## config.mk

```make
export PLATFORM = sky130hd
export DESIGN_NAME = cfg_spi_port
export DESIGN_NICKNAME = d
export VERILOG_FILES = /design/src/rtl/cfg_spi_pkg.sv /design/src/rtl/cfg_spi_sync.sv /design/src/rtl/cfg_spi_frame.sv /design/src/rtl/cfg_spi_cmd.sv /design/src/rtl/cfg_spi_port.sv
export SDC_FILE = /design/constraint.sdc
export NUM_CORES = 1
export LEC_CHECK = 0
export BUFFER_PORTS_ARGS = -buffer_cell sky130_fd_sc_hd__buf_4
export CAP_MARGIN = 10
export CORE_ASPECT_RATIO = 0.6
export CORE_MARGIN = 5
export CORE_UTILIZATION = 38
export CTS_CLUSTER_SIZE = 16
export DETAILED_ROUTE_END_ITERATION = 12
export PLACE_DENSITY_LB_ADDON = 0.3
export SLEW_MARGIN = 20
export SYNTH_ARGS = -nofsm -noshare
export SYNTH_HDL_FRONTEND = slang
export SYNTH_SLANG_ARGS = --single-unit
```

## constraint.sdc

```tcl
create_clock -name clk -period 2.12 [get_ports clk]
set_input_delay 0.424 -clock clk [delete_from_list [all_inputs] [get_ports clk]]
set_output_delay 0.424 -clock clk [all_outputs]
set_load 0.02 [all_outputs]
```

## src/rtl/cfg_spi_pkg.sv

```systemverilog
package cfg_spi_pkg;

    localparam int FRAME_W = 16;
    localparam int BYTE_W  = FRAME_W / 2;
    localparam int MODE_W  = 5;
    localparam int NUM_CFG = 4;
    localparam int IDX_W   = $clog2(NUM_CFG);

    localparam logic [BYTE_W-1:0] OP_REFRESH = 8'h5A;
    localparam logic [BYTE_W-1:0] OP_RD_MODE = 8'hDD;
    localparam logic [BYTE_W-1:0] OP_RD_VREG = 8'hDF;
    localparam logic [BYTE_W-1:0] OP_WR_BASE = 8'h60;
    localparam logic [BYTE_W-1:0] ARG_ZERO   = 8'h00;
    localparam logic [BYTE_W-1:0] ARG_HIGH   = 8'h80;
    localparam logic [MODE_W-1:0] MODE_INIT  = '0;

    typedef enum logic [2:0] {
        CMD_NONE,
        CMD_REFRESH,
        CMD_RD_MODE,
        CMD_RD_VREG,
        CMD_RD_VREG_CLR,
        CMD_WRITE
    } cmd_kind_e;

    typedef struct packed {
        cmd_kind_e         kind;
        logic [IDX_W-1:0]  idx;
        logic [BYTE_W-1:0] arg;
    } cmd_t;

    // Classify a complete frame word.
    function automatic cmd_t decode_word(input logic [FRAME_W-1:0] w);
        cmd_t c;
        logic [BYTE_W-1:0] op;
        logic [BYTE_W-1:0] arg;
        op     = w[FRAME_W-1 -: BYTE_W];
        arg    = w[BYTE_W-1:0];
        c.kind = CMD_NONE;
        c.idx  = op[IDX_W-1:0];
        c.arg  = arg;
        if (op == OP_REFRESH && arg == ARG_ZERO) begin
            c.kind = CMD_REFRESH;
        end else if (op == OP_RD_MODE) begin
            c.kind = CMD_RD_MODE;
        end else if (op == OP_RD_VREG) begin
            c.kind = (arg == ARG_ZERO || arg == ARG_HIGH) ? CMD_RD_VREG_CLR : CMD_RD_VREG;
        end else if (op[BYTE_W-1:IDX_W] == OP_WR_BASE[BYTE_W-1:IDX_W]) begin
            c.kind = CMD_WRITE;
        end
        return c;
    endfunction

endpackage

```

## src/rtl/cfg_spi_sync.sv

```systemverilog
module cfg_spi_sync #(
    parameter int               WIDTH   = 3,
    parameter int               STAGES  = 2,
    parameter logic [WIDTH-1:0] RST_VAL = '0
) (
    input  logic             clk,
    input  logic             rst,
    input  logic [WIDTH-1:0] din,
    output logic [WIDTH-1:0] lvl,
    output logic [WIDTH-1:0] rise,
    output logic [WIDTH-1:0] fall
);

    logic [WIDTH-1:0] chain [STAGES];
    logic [WIDTH-1:0] prev_q;

    always_ff @(posedge clk) begin
        if (rst) chain[0] <= RST_VAL;
        else     chain[0] <= din;
    end

    for (genvar s = 1; s < STAGES; s++) begin : g_stage
        always_ff @(posedge clk) begin
            if (rst) chain[s] <= RST_VAL;
            else     chain[s] <= chain[s-1];
        end
    end

    always_ff @(posedge clk) begin
        if (rst) prev_q <= RST_VAL;
        else     prev_q <= chain[STAGES-1];
    end

    assign lvl  = chain[STAGES-1];
    assign rise = lvl & ~prev_q;
    assign fall = ~lvl & prev_q;

endmodule

```

## src/rtl/cfg_spi_frame.sv

```systemverilog
module cfg_spi_frame
    import cfg_spi_pkg::*;
#(
    parameter int FW = FRAME_W
) (
    input  logic            clk,
    input  logic            rst,
    input  logic            sclk_rise,
    input  logic            sclk_fall,
    input  logic            cs_lvl,
    input  logic            cs_fall,
    input  logic            cs_rise,
    input  logic            mosi_lvl,
    input  logic [FW/2-1:0] resp_byte,
    output logic [FW-1:0]   rx_word,
    output logic            frame_ok,
    output logic            miso,
    output logic            miso_oe
);

    localparam int HALF  = FW / 2;
    localparam int CNT_W = $clog2(FW + 2);
    localparam logic [CNT_W-1:0] CNT_HALF = CNT_W'(HALF);
    localparam logic [CNT_W-1:0] CNT_FULL = CNT_W'(FW);
    localparam logic [CNT_W-1:0] CNT_OVER = CNT_W'(FW + 1);

    logic [FW-1:0]   sh_q;
    logic [CNT_W-1:0] cnt_q;
    logic [HALF-1:0] tx_q;
    logic            miso_q;
    logic            oe_q;
    logic            ok_q;

    always_ff @(posedge clk) begin
        if (rst) begin
            sh_q   <= '0;
            cnt_q  <= '0;
            tx_q   <= '0;
            miso_q <= 1'b0;
            oe_q   <= 1'b0;
            ok_q   <= 1'b0;
        end else begin
            ok_q <= 1'b0;
            if (cs_fall) begin
                cnt_q  <= '0;
                tx_q   <= '0;
                miso_q <= 1'b0;
                oe_q   <= 1'b1;
            end else if (cs_rise) begin
                ok_q   <= (cnt_q == CNT_FULL);
                miso_q <= 1'b0;
                oe_q   <= 1'b0;
            end else if (!cs_lvl) begin
                if (sclk_rise) begin
                    sh_q <= {sh_q[FW-2:0], mosi_lvl};
                    if (cnt_q != CNT_OVER) cnt_q <= cnt_q + 1'b1;
                end else if (sclk_fall) begin
                    if (cnt_q == CNT_HALF) begin
                        miso_q <= resp_byte[HALF-1];
                        tx_q   <= {resp_byte[HALF-2:0], 1'b0};
                    end else if (cnt_q > CNT_HALF) begin
                        miso_q <= tx_q[HALF-1];
                        tx_q   <= {tx_q[HALF-2:0], 1'b0};
                    end else begin
                        miso_q <= 1'b0;
                    end
                end
            end
        end
    end

    assign rx_word  = sh_q;
    assign frame_ok = ok_q;
    assign miso     = miso_q;
    assign miso_oe  = oe_q;

    // the pad is never driven with data while released
    a_r7_quiet_when_off: assert property (@(posedge clk) disable iff (rst)
        !oe_q |-> !miso_q);

    // data only moves on a falling clock or a select edge
    a_r3_mode0_hold: assert property (@(posedge clk) disable iff (rst)
        (!$past(sclk_fall) && !$past(cs_fall) && !$past(cs_rise)) |-> $stable(miso_q));

    // a frame is only accepted right after select is released
    a_r1_ok_after_rise: assert property (@(posedge clk) disable iff (rst)
        ok_q |-> $past(cs_rise));

    // bit counter saturates
    a_r1_cnt_bound: assert property (@(posedge clk) disable iff (rst)
        cnt_q <= CNT_OVER);

endmodule

```

## src/rtl/cfg_spi_cmd.sv

```systemverilog
module cfg_spi_cmd
    import cfg_spi_pkg::*;
(
    input  logic               clk,
    input  logic               rst,
    input  logic [FRAME_W-1:0] rx_word,
    input  logic               frame_ok,
    input  logic [MODE_W-1:0]  mode_i,
    input  logic [BYTE_W-1:0]  vreg_flags_i,
    output logic [BYTE_W-1:0]  resp_byte,
    output logic               refresh_o,
    output logic [NUM_CFG-1:0] wr_strobe_o,
    output logic [BYTE_W-1:0]  wr_data_o
);

    localparam int PAD_W = BYTE_W - MODE_W;

    logic              batfail_q;
    logic              refresh_q;
    logic [NUM_CFG-1:0] strobe_q;
    logic [BYTE_W-1:0] data_q;
    cmd_t              cmd;

    // The opcode sits in the low byte of the shifter halfway through the frame.
    always_comb begin
        unique case (rx_word[BYTE_W-1:0])
            OP_RD_MODE: resp_byte = {mode_i, {PAD_W{1'b0}}};
            OP_RD_VREG: resp_byte = {vreg_flags_i[BYTE_W-1:2], batfail_q, vreg_flags_i[0]};
            default:    resp_byte = '0;
        endcase
    end

    assign cmd = decode_word(rx_word);

    always_ff @(posedge clk) begin
        if (rst) begin
            batfail_q <= 1'b1;
            refresh_q <= 1'b0;
            strobe_q  <= '0;
            data_q    <= '0;
        end else begin
            refresh_q <= 1'b0;
            strobe_q  <= '0;
            if (frame_ok) begin
                unique case (cmd.kind)
                    CMD_REFRESH:     refresh_q <= 1'b1;
                    CMD_RD_VREG_CLR: batfail_q <= 1'b0;
                    CMD_WRITE: begin
                        if (mode_i == MODE_INIT) begin
                            for (int k = 0; k < NUM_CFG; k++) begin
                                strobe_q[k] <= (cmd.idx == IDX_W'(k));
                            end
                            data_q <= cmd.arg;
                        end
                    end
                    default: ;
                endcase
            end
        end
    end

    assign refresh_o   = refresh_q;
    assign wr_strobe_o = strobe_q;
    assign wr_data_o   = data_q;

    // at most one register is written at a time
    a_r6_onehot: assert property (@(posedge clk) disable iff (rst)
        $onehot0(strobe_q));

    // writes only land while the mode controller reports INIT
    a_r6_init_lock: assert property (@(posedge clk) disable iff (rst)
        (|strobe_q) |-> ($past(mode_i) == MODE_INIT));

    // refresh is a single-cycle pulse
    a_r2_refresh_pulse: assert property (@(posedge clk) disable iff (rst)
        refresh_q |=> !refresh_q);

    // the sticky flag is only ever set by reset
    a_r5_sticky_no_set: assert property (@(posedge clk) disable iff (rst)
        !$rose(batfail_q));

endmodule

```

## src/rtl/cfg_spi_port.sv

```systemverilog
module cfg_spi_port
    import cfg_spi_pkg::*;
#(
    parameter int SYNC_STAGES = 2
) (
    input  logic               clk,
    input  logic               rst,
    input  logic               spi_sclk,
    input  logic               spi_cs_n,
    input  logic               spi_mosi,
    output logic               spi_miso,
    output logic               spi_miso_oe,
    input  logic [MODE_W-1:0]  mode_i,
    input  logic               lp_vdd_on_i,
    input  logic [BYTE_W-1:0]  vreg_flags_i,
    output logic               wdog_refresh_o,
    output logic [NUM_CFG-1:0] cfg_wr_strobe_o,
    output logic [BYTE_W-1:0]  cfg_wr_data_o,
    output logic               wake_o
);

    localparam int PIN_CS   = 2;
    localparam int PIN_SCLK = 1;
    localparam int PIN_MOSI = 0;
    localparam logic [2:0] PIN_IDLE = 3'b100;

    logic [2:0] pin_lvl, pin_rise, pin_fall;
    logic [FRAME_W-1:0] rx_word;
    logic [BYTE_W-1:0]  resp_byte;
    logic               frame_ok;
    logic               wake_q;

    cfg_spi_sync #(
        .WIDTH   (3),
        .STAGES  (SYNC_STAGES),
        .RST_VAL (PIN_IDLE)
    ) u_sync (
        .clk  (clk),
        .rst  (rst),
        .din  ({spi_cs_n, spi_sclk, spi_mosi}),
        .lvl  (pin_lvl),
        .rise (pin_rise),
        .fall (pin_fall)
    );

    cfg_spi_frame #(
        .FW (FRAME_W)
    ) u_frame (
        .clk       (clk),
        .rst       (rst),
        .sclk_rise (pin_rise[PIN_SCLK]),
        .sclk_fall (pin_fall[PIN_SCLK]),
        .cs_lvl    (pin_lvl[PIN_CS]),
        .cs_fall   (pin_fall[PIN_CS]),
        .cs_rise   (pin_rise[PIN_CS]),
        .mosi_lvl  (pin_lvl[PIN_MOSI]),
        .resp_byte (resp_byte),
        .rx_word   (rx_word),
        .frame_ok  (frame_ok),
        .miso      (spi_miso),
        .miso_oe   (spi_miso_oe)
    );

    cfg_spi_cmd u_cmd (
        .clk          (clk),
        .rst          (rst),
        .rx_word      (rx_word),
        .frame_ok     (frame_ok),
        .mode_i       (mode_i),
        .vreg_flags_i (vreg_flags_i),
        .resp_byte    (resp_byte),
        .refresh_o    (wdog_refresh_o),
        .wr_strobe_o  (cfg_wr_strobe_o),
        .wr_data_o    (cfg_wr_data_o)
    );

    always_ff @(posedge clk) begin
        if (rst) wake_q <= 1'b0;
        else     wake_q <= lp_vdd_on_i & (pin_rise[PIN_CS] | pin_fall[PIN_CS]);
    end

    assign wake_o = wake_q;

    // wake is only reported while the supplied low-power state is active
    a_r8_wake_gated: assert property (@(posedge clk) disable iff (rst)
        wake_q |-> $past(lp_vdd_on_i));

    // one pulse per edge
    a_r8_wake_pulse: assert property (@(posedge clk) disable iff (rst)
        wake_q |=> !wake_q);

endmodule

```

==> metrics.csv <==
metric,value,unit
setup_ws,357,ps
fin_nets,290,
synth_warnings,0,
n_antenna_cell,0,
first_pass_iters,4,
slew_headroom,0.619,
skew,8.69,ps
tns,0,ps
synth_top_area_share,0.499,
fillCellCount,545,
layout.cells.non_filler,346,
fmax,0.567,GHz
finalPower,1.77,mW
critPathKind,register to register,
routedWlPerCell,13.3,um
grt_setup_unrepaired,false,
port_buffers,33,
via_count,1717,
final.period_utilization,0.832,
yosysTopAreaCell,dfxtp_1,
synth_seq_area_share,0.499,
slew_viol_final,0,
place_hpwl,3330,um
synth-edff-count,0,
grt_use_total,0.132,
drtIter0Drc,62,
gp_congestion,0.811,
crit_path_end_kind,register,
dp_slack,364,ps
core_area,5540,um2
netlist_area,2170,um2
fin_area,2610,um2
clk_pin_slew_worst_paths,90,ps
r2r-start,u_frame.cnt_q[0]$_SDFFE_PP0P_,
routed_wl,4590,um
cp-startpoint,u_frame.cnt_q[0]$_SDFFE_PP0P_,
synth-main-ff-cell,dfxtp_1,
h-tree-depth,2,
postRouteAntennaNets,0,
grt_max_degree,36,
synthTopCellsByArea,"dfxtp_1 50%, nand2_1 6.2%, a21oi_1 5.5%",
viasPerCell,4.96,
cts_tree,yes,
postSynthCellCount,231,
syn_avg_cell_area,9.39,um2
start_util,0.391,
cp_max_fo,8,
clockBufferDepth,2,
cts_root_buf,clkbuf_8,
overflow,0,
place_area,2500,um2
hold_viol_final,0,
setup_viol,0,
postCtsSetupRepairBufs,0,
ys_ff_latch,54,
status,finished clean,
areaGrowthSynthToFinish,20.5,%
critPathLaunchType,register,
grt_pass1_wl,7770,um
grt_pass1_vias,1599,
layout_common_cells,"54 x dfxtp_1, 39 x buf_4, 36 x nand2_1, 24 x a21oi_1, 20 x nor2_1",
synthArstFlopShare,0,
dieArea,7370,um2
layout_commonest_cell,dfxtp_1,
mappedNetlistNets,256,
antenna_found_initial,0,
worst_pin_slew,572,ps
arrival,2000,ps
numCtsBuffers,5,
die_x,108,um
ios,35,
power.density,676,nW/um2
yosys.cell_types.count,42,
worstHoldStart,spi_cs_n,
p_leak,1.04,nW
clock_sinks,54,
die_h,68.5,um
hold_class,input port to register,
cp.required,2360,ps
drc,0,
rows,21,
drive_gt1_frac,0.226,
cap_violations,0,
place_inst,338,
clock_latency,300,ps
min_period,1760,ps
ir_drop,0.329,mV
cts_resized,0,
cts_hold_buf,0,
-- power by group --
group	switching, mW	internal (mW)
logic	0.0322	0.0353
clock network	0.322	0.353
registers	0.00362	1.02
-- cell type report --
| cell class | count | area [um2] | share of cell area |
|---|---|---|---|
| timing repair buffer | 39 | 293 | 0.112 |
| clock buffer | 6 | 72.6 | 0.0278 |
| multi-input combinational | 160 | 1010 | 0.387 |
| tap | 80 | 100 | 0.0383 |
| inverter | 5 | 18.8 | 0.00718 |
| sequential | 54 | 1080 | 0.414 |
| clock inverter | 2 | 37.5 | 0.0144 |
-- Yosys cell counts (2+ instances only) --
library cell  count
ha_1              6
or2_2             4
nor2b_1           5
nand3_1           2
clkbuf_1          6
inv_1             5
a21oi_1          24
nand4b_1          2
dfxtp_1          54
nand4_1           4
a32oi_1           2
mux2_2            5
nand2_1          36
nor2_1           20
o21ai_0           7
buf_2             4
a22oi_1           4
nor3b_1           2
mux2i_1           9
nand3b_1          3
nor4b_1           4
nor4_1            2
xor2_1            2
-- metrics by stage --
step                hold slack (ps)  utilization
floorplan                       389            -
global placement                392        0.452
detailed placement              396        0.452
CTS                             301        0.471
global route                    294        0.471
finish                          310        0.471
-- critical path, stage by stage (launching register included) --
cell,delay [ps]
dfxtp_1,370
inv_1,70
ha_1,160
nand4bb_1,200
nor4_4,550
a32oi_1,190
a21oi_1,160
-- state kept, by name (all words and copies together), names as in the netlist, 2 cells and up --
register	cells
u_cmd.wr_data_o	8
u_cmd.wr_strobe_o	4
u_frame.cnt_q	5
u_frame.rx_word	16
u_frame.tx_q	7
u_sync.chain	6
u_sync.prev_q	2
-- worst paths after layout --
check             cells past startpoint  slack [ps]                             to
setup reg to reg                      6         360   u_frame.tx_q[2]$_SDFFE_PP0P_
setup / recovery                      6         360   u_frame.tx_q[2]$_SDFFE_PP0P_
hold reg to reg                       1         410  u_sync.chain[1][2]$_SDFF_PP1_
hold / removal                        2         310  u_sync.chain[0][2]$_SDFF_PP1_
-- kinds of logic (layout without fill, tap and decap cells) --
family	count (synthesis)	count (layout)	share of synthesized area
xor+xnor	3	3	0.0121
buf+inv	17	52	0.0352
flops	54	54	0.499
simple gates	96	96	0.243
fa+ha+maj	6	6	0.0346
mux	14	14	0.0675
compound gates	41	41	0.109
-- routing by layer --
| layer | global-route usage | up-vias | part of all wire |
|---|---|---|---|
| met1 | 0.202 | 803 | 0.53 |
| li1 | - | 871 | - |
| met5 | 0 | - | 0 |
| met3 | 0.0344 | 4 | 0.066 |
| met4 | 0.0283 | 0 | 0.0039 |
| met2 | 0.185 | 39 | 0.41 |
Power figures use the tool's default switching activity.
